$ cat src/rtl/bus_line_pkg.sv
package bus_line_pkg;

    // registered state of the bus event decoder
    typedef struct packed {
        logic scl_prev;
        logic sda_prev;
        logic start;
        logic stop;
        logic sample;
        logic update;
    } evt_state_t;

    // number of clocks a level must persist to pass the filter
    function automatic int unsigned persist_clocks(input int unsigned spike_ns,
                                                   input int unsigned clk_ns);
        return (spike_ns + clk_ns - 1) / clk_ns;
    endfunction

endpackage

$ cat src/rtl/bus_line_filter.sv
module bus_line_filter #(
    parameter int unsigned LEN = 10
) (
    input  logic clk,
    input  logic rst_n,
    input  logic raw,
    output logic level
);
    localparam int unsigned CW = $clog2(LEN + 1);

    typedef struct packed {
        logic          s1;
        logic          s2;
        logic          lvl;
        logic [CW-1:0] cnt;
    } flt_state_t;

    flt_state_t st_d, st_q;

    always_comb begin
        st_d    = st_q;
        st_d.s1 = raw;
        st_d.s2 = st_q.s1;
        if (st_q.s2 != st_q.lvl) begin
            if (st_q.cnt == CW'(LEN - 1)) begin
                st_d.lvl = st_q.s2;
                st_d.cnt = '0;
            end else begin
                st_d.cnt = st_q.cnt + 1'b1;
            end
        end else begin
            st_d.cnt = '0;
        end
    end

    always_ff @(posedge clk or negedge rst_n) begin
        if (!rst_n) begin
            st_q <= '{s1: 1'b1, s2: 1'b1, lvl: 1'b1, cnt: '0};
        end else begin
            st_q <= st_d;
        end
    end

    assign level = st_q.lvl;

    // a flip is only allowed once the persistence count has run out
    p_full_window_r3 : assert property (@(posedge clk) disable iff (!rst_n)
        !$stable(st_q.lvl) |-> $past(st_q.cnt) == CW'(LEN - 1));

    // the new filtered level is the level the synchroniser held
    p_level_from_sync_r2 : assert property (@(posedge clk) disable iff (!rst_n)
        !$stable(st_q.lvl) |-> st_q.lvl == $past(st_q.s2));

endmodule

$ cat src/rtl/bus_event_decode.sv
module bus_event_decode
    import bus_line_pkg::*;
(
    input  logic clk,
    input  logic rst_n,
    input  logic scl,
    input  logic sda,
    output logic start_stb,
    output logic stop_stb,
    output logic sample_stb,
    output logic update_stb
);
    evt_state_t ev_d, ev_q;

    always_comb begin
        logic scl_hold;
        ev_d          = ev_q;
        ev_d.scl_prev = scl;
        ev_d.sda_prev = sda;
        scl_hold      = ev_q.scl_prev & scl;
        ev_d.start    = scl_hold &  ev_q.sda_prev & ~sda;
        ev_d.stop     = scl_hold & ~ev_q.sda_prev &  sda;
        ev_d.sample   = ~ev_q.scl_prev & scl & ~(ev_d.start | ev_d.stop);
        ev_d.update   =  ev_q.scl_prev & ~scl;
    end

    always_ff @(posedge clk or negedge rst_n) begin
        if (!rst_n) begin
            ev_q <= '{scl_prev: 1'b1, sda_prev: 1'b1, start: 1'b0,
                      stop: 1'b0, sample: 1'b0, update: 1'b0};
        end else begin
            ev_q <= ev_d;
        end
    end

    assign start_stb  = ev_q.start;
    assign stop_stb   = ev_q.stop;
    assign sample_stb = ev_q.sample;
    assign update_stb = ev_q.update;

    p_one_event_r9 : assert property (@(posedge clk) disable iff (!rst_n)
        $onehot0({start_stb, stop_stb, sample_stb, update_stb}));

    p_start_lines_r4 : assert property (@(posedge clk) disable iff (!rst_n)
        start_stb |-> (scl && !sda));

    p_start_single_r4 : assert property (@(posedge clk) disable iff (!rst_n)
        start_stb |=> !start_stb);

    p_stop_lines_r5 : assert property (@(posedge clk) disable iff (!rst_n)
        stop_stb |-> (scl && sda));

    p_stop_single_r5 : assert property (@(posedge clk) disable iff (!rst_n)
        stop_stb |=> !stop_stb);

    p_sample_high_r6 : assert property (@(posedge clk) disable iff (!rst_n)
        sample_stb |-> scl);

    p_update_low_r7 : assert property (@(posedge clk) disable iff (!rst_n)
        update_stb |-> !scl);

endmodule

$ cat src/rtl/bus_line_conditioner.sv
module bus_line_conditioner
    import bus_line_pkg::*;
#(
    parameter int unsigned CLK_NS   = 5,
    parameter int unsigned SPIKE_NS = 50
) (
    input  logic clk,
    input  logic rst_n,
    input  logic scl_raw,
    input  logic sda_raw,
    input  logic sda_pull_low,
    output logic scl_filt,
    output logic sda_filt,
    output logic start_stb,
    output logic stop_stb,
    output logic sample_stb,
    output logic update_stb,
    output logic sda_oe
);
    localparam int unsigned FILT_LEN = persist_clocks(SPIKE_NS, CLK_NS);
    localparam int unsigned NLINES   = 2;

    logic [NLINES-1:0] raw_bus;
    logic [NLINES-1:0] filt_bus;

    assign raw_bus = {sda_raw, scl_raw};

    for (genvar gi = 0; gi < NLINES; gi++) begin : g_line
        bus_line_filter #(.LEN(FILT_LEN)) u_filt (
            .clk   (clk),
            .rst_n (rst_n),
            .raw   (raw_bus[gi]),
            .level (filt_bus[gi])
        );
    end

    assign scl_filt = filt_bus[0];
    assign sda_filt = filt_bus[1];

    bus_event_decode u_decode (
        .clk        (clk),
        .rst_n      (rst_n),
        .scl        (scl_filt),
        .sda        (sda_filt),
        .start_stb  (start_stb),
        .stop_stb   (stop_stb),
        .sample_stb (sample_stb),
        .update_stb (update_stb)
    );

    // open drain: enable means pull low, never drive high
    assign sda_oe = sda_pull_low;

endmodule

$ cat config.mk
export PLATFORM = sky130hd
export DESIGN_NAME = bus_line_conditioner
export DESIGN_NICKNAME = d
export VERILOG_FILES = /design/src/rtl/bus_line_pkg.sv /design/src/rtl/bus_line_filter.sv /design/src/rtl/bus_event_decode.sv /design/src/rtl/bus_line_conditioner.sv
export SDC_FILE = /design/constraint.sdc
export NUM_CORES = 1
export LEC_CHECK = 0
export BUFFER_PORTS_ARGS = -buffer_cell sky130_fd_sc_hd__buf_2
export CAP_MARGIN = 25
export CELL_PAD_IN_SITES_DETAIL_PLACEMENT = 0
export CELL_PAD_IN_SITES_GLOBAL_PLACEMENT = 1
export CORE_AREA = 2 2 48 50
export CTS_CLUSTER_DIAMETER = 60
export CTS_CLUSTER_SIZE = 28
export DETAILED_ROUTE_END_ITERATION = 7
export DIE_AREA = 0 0 50 52
export PLACE_DENSITY_LB_ADDON = 0.1
export RECOVER_POWER = 50
export SETUP_SLACK_MARGIN = 0.4
export SLEW_MARGIN = 10
export SYNTH_ARGS = -nofsm -noshare
export SYNTH_HDL_FRONTEND = slang
export SYNTH_SLANG_ARGS = --single-unit
$ cat constraint.sdc
create_clock -name clk -period 1.15 [get_ports clk]
set_input_delay 0.23 -clock clk [delete_from_list [all_inputs] [get_ports clk]]
set_output_delay 0.23 -clock clk [all_outputs]
set_load 0.02 [all_outputs]
After elaboration in Yosys (flattened, before gate mapping):

Cells that the tools add are included.

* bits of input ports: 5
* flip-flop bits (word level): 20
* output and inout bits: 7
* logic and storage cells: 40

* eq/ne operators: 4
* reduce and logical (&&, ||, !) cells: 2
* add/sub/neg operators: 2
* bitwise logic cells: 14
* muxes and demuxes: 4

Operators by type and width (number)
* 2-to-1 mux 4 bit: 4
* adder 4 x 1 -> 4 bit (second input constant): 2
* AND 1 bit: 8
* equality test 4 bit (second input constant): 2
* inverter 1 bit: 5
* AND reduction 2 bit: 2
* inequality test 1 bit: 2
* OR 1 bit: 1

Depth between registers and ports, before layout:

* depth in word-level cells: 6
* depth in mapped cells: 5
* mapped depth without buffers: 5

By module:

From an unflattened synthesis, not the netlist that was laid out.

* cell total of the unflattened synthesis: 53
* area, all modules: 778.2 µm²

By module, submodules not included
* bus_line_filter: instances 2, area an instance 292.8 µm², seq. area each 178.9 µm², cells an instance 21
* bus_event_decode: instances 1, area an instance 185.2 µm², seq. area each 152.6 µm², cells an instance 10
* bus_line_conditioner: instances 1, area an instance 7.5 µm², seq. area each 0.0 µm², cells an instance 1

Worst setup path after synthesis:

OpenSTA, ideal clock, no wires.

* path type: reg2reg
* start: register g_line[0].u_filt.st_q[0] in the netlist's numbering
* end: register g_line[0].u_filt.st_q (netlist bit g_line[0].u_filt.level)
* slack: 0.055 ns
* setup time: 0.082 ns
* data arrival time: 1.013 ns
* clock period less this slack: 1.095 ns
* stages on the path, launching flop included: 4
* data required time: 1.068 ns
* buffers on the path: 0
* path through: dfrtp_1 ha_1 nand3b_4 mux2_2

* word-level cells in the longest chain between the ends: 2

Ends and longest elaborated chain
* start: declaration: RTL line bus_line_filter.sv:18 `flt_state_t st_d, st_q;`
* start signal: assignment: RTL line bus_line_filter.sv:38 `st_q <= '{s1: 1'b1, s2: 1'b1, lvl: 1'b1, cnt: '0};`
* start signal: assignment: RTL line bus_line_filter.sv:40 `st_q <= st_d;`
* equality test 4 bit: RTL line bus_line_filter.sv:25 `if (st_q.cnt == CW'(LEN - 1)) begin`
* AND reduction 2 bit (no line)

Every way passes these cells.
A chain may end at the register's enable or synchronous reset.

Worst setup path in the final report:

* start: register g_line[1].u_filt.st_q (netlist bit g_line[1].u_filt.level)
* end: output port sda_filt

RTL lines
* start: declaration: RTL line bus_line_filter.sv:18
* start signal: assignment: RTL line bus_line_filter.sv:38
* start signal: assignment: RTL line bus_line_filter.sv:40
* end: declaration: RTL line bus_line_conditioner.sv:13 `output logic sda_filt,`

No word-level cell between the ends.

==> impl_metrics.tcl <==
set metrics [dict create \
    drc_errors 0 \
    drv_cap 0 \
    wl_met1_um 522 \
    setup_viol_count_final 2 \
    fin_ws_ps -51.90 \
    cts-root-buf "clkbuf_4" \
    io_buffers 9 \
    drive_gt1_share_pct 63.64 \
    synth_edf_count 0 \
    clk_latency_ps 290 \
    grt_usage_pct 11.10 \
    grt_overflow_total 0 \
    swShare_pct 25.40 \
    clkPwrFrac_pct 25.4 \
    wl_met3_um 81 \
    seqCellArea_um2 510.5 \
    drv_slew 0 \
    critical_path_buf_inv_count 1 \
    cpLargestDelayFamily "flip-flops" \
    yosys-top-cells-area "dfrtp_1 39%, dfstp_2 27%, ha_1 6.5%" \
    rows 17 \
    drt_wl_total_um 1227 \
    postSynthAreaPerCell_um2 14.27 \
    ys_types 15 \
    maxSlewHeadroom_pct 30.93 \
    fmax_mhz 832.0 \
    clockBufferDepth 2 \
    yosys_warnings 0 \
    wl_per_cell_um 11.69 \
    status "finished, violations left" \
    worstPathArrival_ps 970 \
    dieArea_mm2 0.002600 \
    grt_max_degree 21 \
    synth.most_common_cell "dfrtp_1" \
    holdWs_ps 87.71 \
    fin_crit_ps 1202 \
    numPlacedInstances 91 \
    synth-compound-area-share_pct 0 \
    synth_top_family_by_area "simple AND/OR/NAND/NOR gates" \
    grt_pass1_vias 501 \
    leakage_uw 0.0005418 \
    fin_util_pct 51.57 \
    first_pass_iters 4 \
    cts_tree "built" \
    multiInputGateArea_um2 320.3 \
    p_per_area_mw_per_mm2 1425 \
    crit_chain "buf_6" \
    ys_top_cells_by_count "12 x dfrtp_1, 8 x dfstp_2, 8 x nor2_1" \
    dpl.hpwl_um 745.8 \
    cp-end-kind "output pin" \
    synth.area.mux_share_pct 2.922 \
    synth_area_um2 770.7 \
    start_util_pct 36.60 \
    cts.sinks 20 \
    ys_seq_area_share_pct 66.23 \
    synth_xor_xnor_area_share_pct 6.818 \
    yosys.area_share.simple_pct 15.58 \
    cp_max_fo 2 \
    syn_inst 54 \
    crit_type "reg -> out" \
    cpMaxStageDelayCell "dfstp_2" \
    required_ps 920 \
    final_antenna_net_count 0 \
    antenna_found_initial 0 \
    fp.dieH_um 52 \
    highest_layer "met3" \
    core_mm2 0.002106 \
    wl_met2_um 623 \
    p_comb_share_pct 21.0 \
    rsz0062_at_grt "yes" \
    synthAdderAreaFrac_pct 6.494 \
    seq_power_share_pct 53.6 \
    vias 454 \
    area_growth_pct 40.91 \
    ir_worst_vdd_mv 0.9852 \
    hold_path.class "in -> async" \
    diodes 0 \
    violations "setup timing" \
    fin_skew_ps 1.027 \
    fillCellCount 185 \
    power.net_switching_uw 393.0 \
    internal_power_uw 1154 \
    synth_seq_cells 20 \
    syn-num-nets 63 \
    slowest_delay_ps 560 \
    gp_congestion 0.6510 \
    cts.htree.levels 1 \
    grt_pass1_wl_um 2125 \
    synthArstFlopShare_pct 100.0 \
    finalCritPeriodShare_pct 104.5 \
    netlist.area_leader.share_pct 38.96 \
    synth_top_cell_by_area "dfrtp_1" \
    clk_pin_slew_ps 100 \
    die_w_um 50 \
    cp-start-kind "flop" \
    hold_viol 0 \
    max_slew.worst_pin.slew_ps 1036 \
    ys.flop_type "dfrtp_1" \
    first_iter_violations 4 \
    instances_no_fill 105 \
    nets 87 \
    viasPerCell 4.324 \
    rrSetupSlack_ps 40 \
    numCtsBuffers 3 \
    io_pins 12 \
]
-- worst paths after layout --
| check | end | depth (start not counted) | start |
|---|---|---|---|
| worst max-delay path | sda_filt | 1 | g_line[1].u_filt.level |
| worst min-delay path | g_line[0].u_filt.st_q[2] | 1 | rst_n |
| worst max register to register | u_decode.start_stb | 4 | g_line[0].u_filt.level |
| worst min register to register | g_line[0].u_filt.st_q[5] | 0 | g_line[0].u_filt.st_d[5] |
| max in group asynchronous | u_decode.stop_stb | 1 | rst_n |
| min in group clk | g_line[0].u_filt.st_q[5] | 0 | g_line[0].u_filt.st_d[5] |
-- final cells by class --
| class | instances | area share (%) |
|---|---|---|
| Multi-Input combinational cell | 31 | 29.49 |
| Inverter | 2 | 0.6912 |
| Timing Repair Buffer | 20 | 16.24 |
| Sequential cell | 20 | 47.00 |
| Clock buffer | 4 | 3.341 |
| Tap cell | 28 | 3.226 |
-- layout by cell type, fill, tap and decap left out --
master         count
nand2_2            3
ha_2               1
nor2_1             3
dfstp_2            8
clkbuf_4           3
and2b_1            1
nor3b_2            2
dlygate4sd3_1      2
inv_1              1
xnor2_1            2
dfrtp_1           12
clkbuf_1           1
nor2b_4            1
clkbuf_8           1
nand3b_4           2
ha_4               1
inv_2              1
buf_2              2
xor2_1             2
nor2_2             5
buf_6              8
buf_4              7
mux2_4             2
ha_1               2
xor2_2             2
nand3_1            2
-- layer usage --
metal  global-route usage, %  vias to the layer above
met2                   16.89                       14
met3                   4.598                        0
met5                       0                        -
li1                        -                      216
met1                   13.31                      224
met4                   6.019                        0
-- repair_timing --
action / 4_1_cts / 5_1_grt
pin swaps: 4 / 4
endpoints found under the setup margin: 21 / 22
endpoints found under the hold margin: 12 / 14
gates cloned: 0 / 0
buffers inserted: 7 / 1
resized for setup: 17 / 14
-- stage by stage --
stage                     cell area (um2)  total power, uW  setup slack [ps]  setup TNS [ps]
final                                1086             1547            -51.90          -98.04
after global placement              855.8             1021             59.69               0
after detailed placement            855.8             1023             61.46               0
after floorplan                     775.7            965.8             104.8               0
after CTS                            1002             1505            -72.39          -121.2
after global routing                 1086             1651            -103.9          -350.0
-- power groups by stage --
stage	Sequential (uW)	Clock [uW]	Combinational, uW
after floorplan	848	0	118
after global placement	844	0	176
after detailed placement	845	0	178
after CTS	823	416	266
after global routing	839	453	360
final	830	393	324
-- cell families (layout without fill, tap and decap cells) --
kind of cell | after synthesis | in the layout
flops | 20 | 20
simple gates | 19 | 19
xor+xnor | 6 | 6
fa+ha+maj | 4 | 4
buf+inv | 3 | 26
mux | 2 | 2
-- registers in the layout, indices dropped and copies added (netlist names) --
register and cells:
g_line.u_filt.level 2, u_decode.stop_stb 1, u_decode.start_stb 1, g_line.u_filt.st_q 10, g_line.u_filt.st_d 2, u_decode.ev_q 2
u_decode.update_stb 1, u_decode.sample_stb 1
Note: power is estimated with default switching activity, not from simulation.
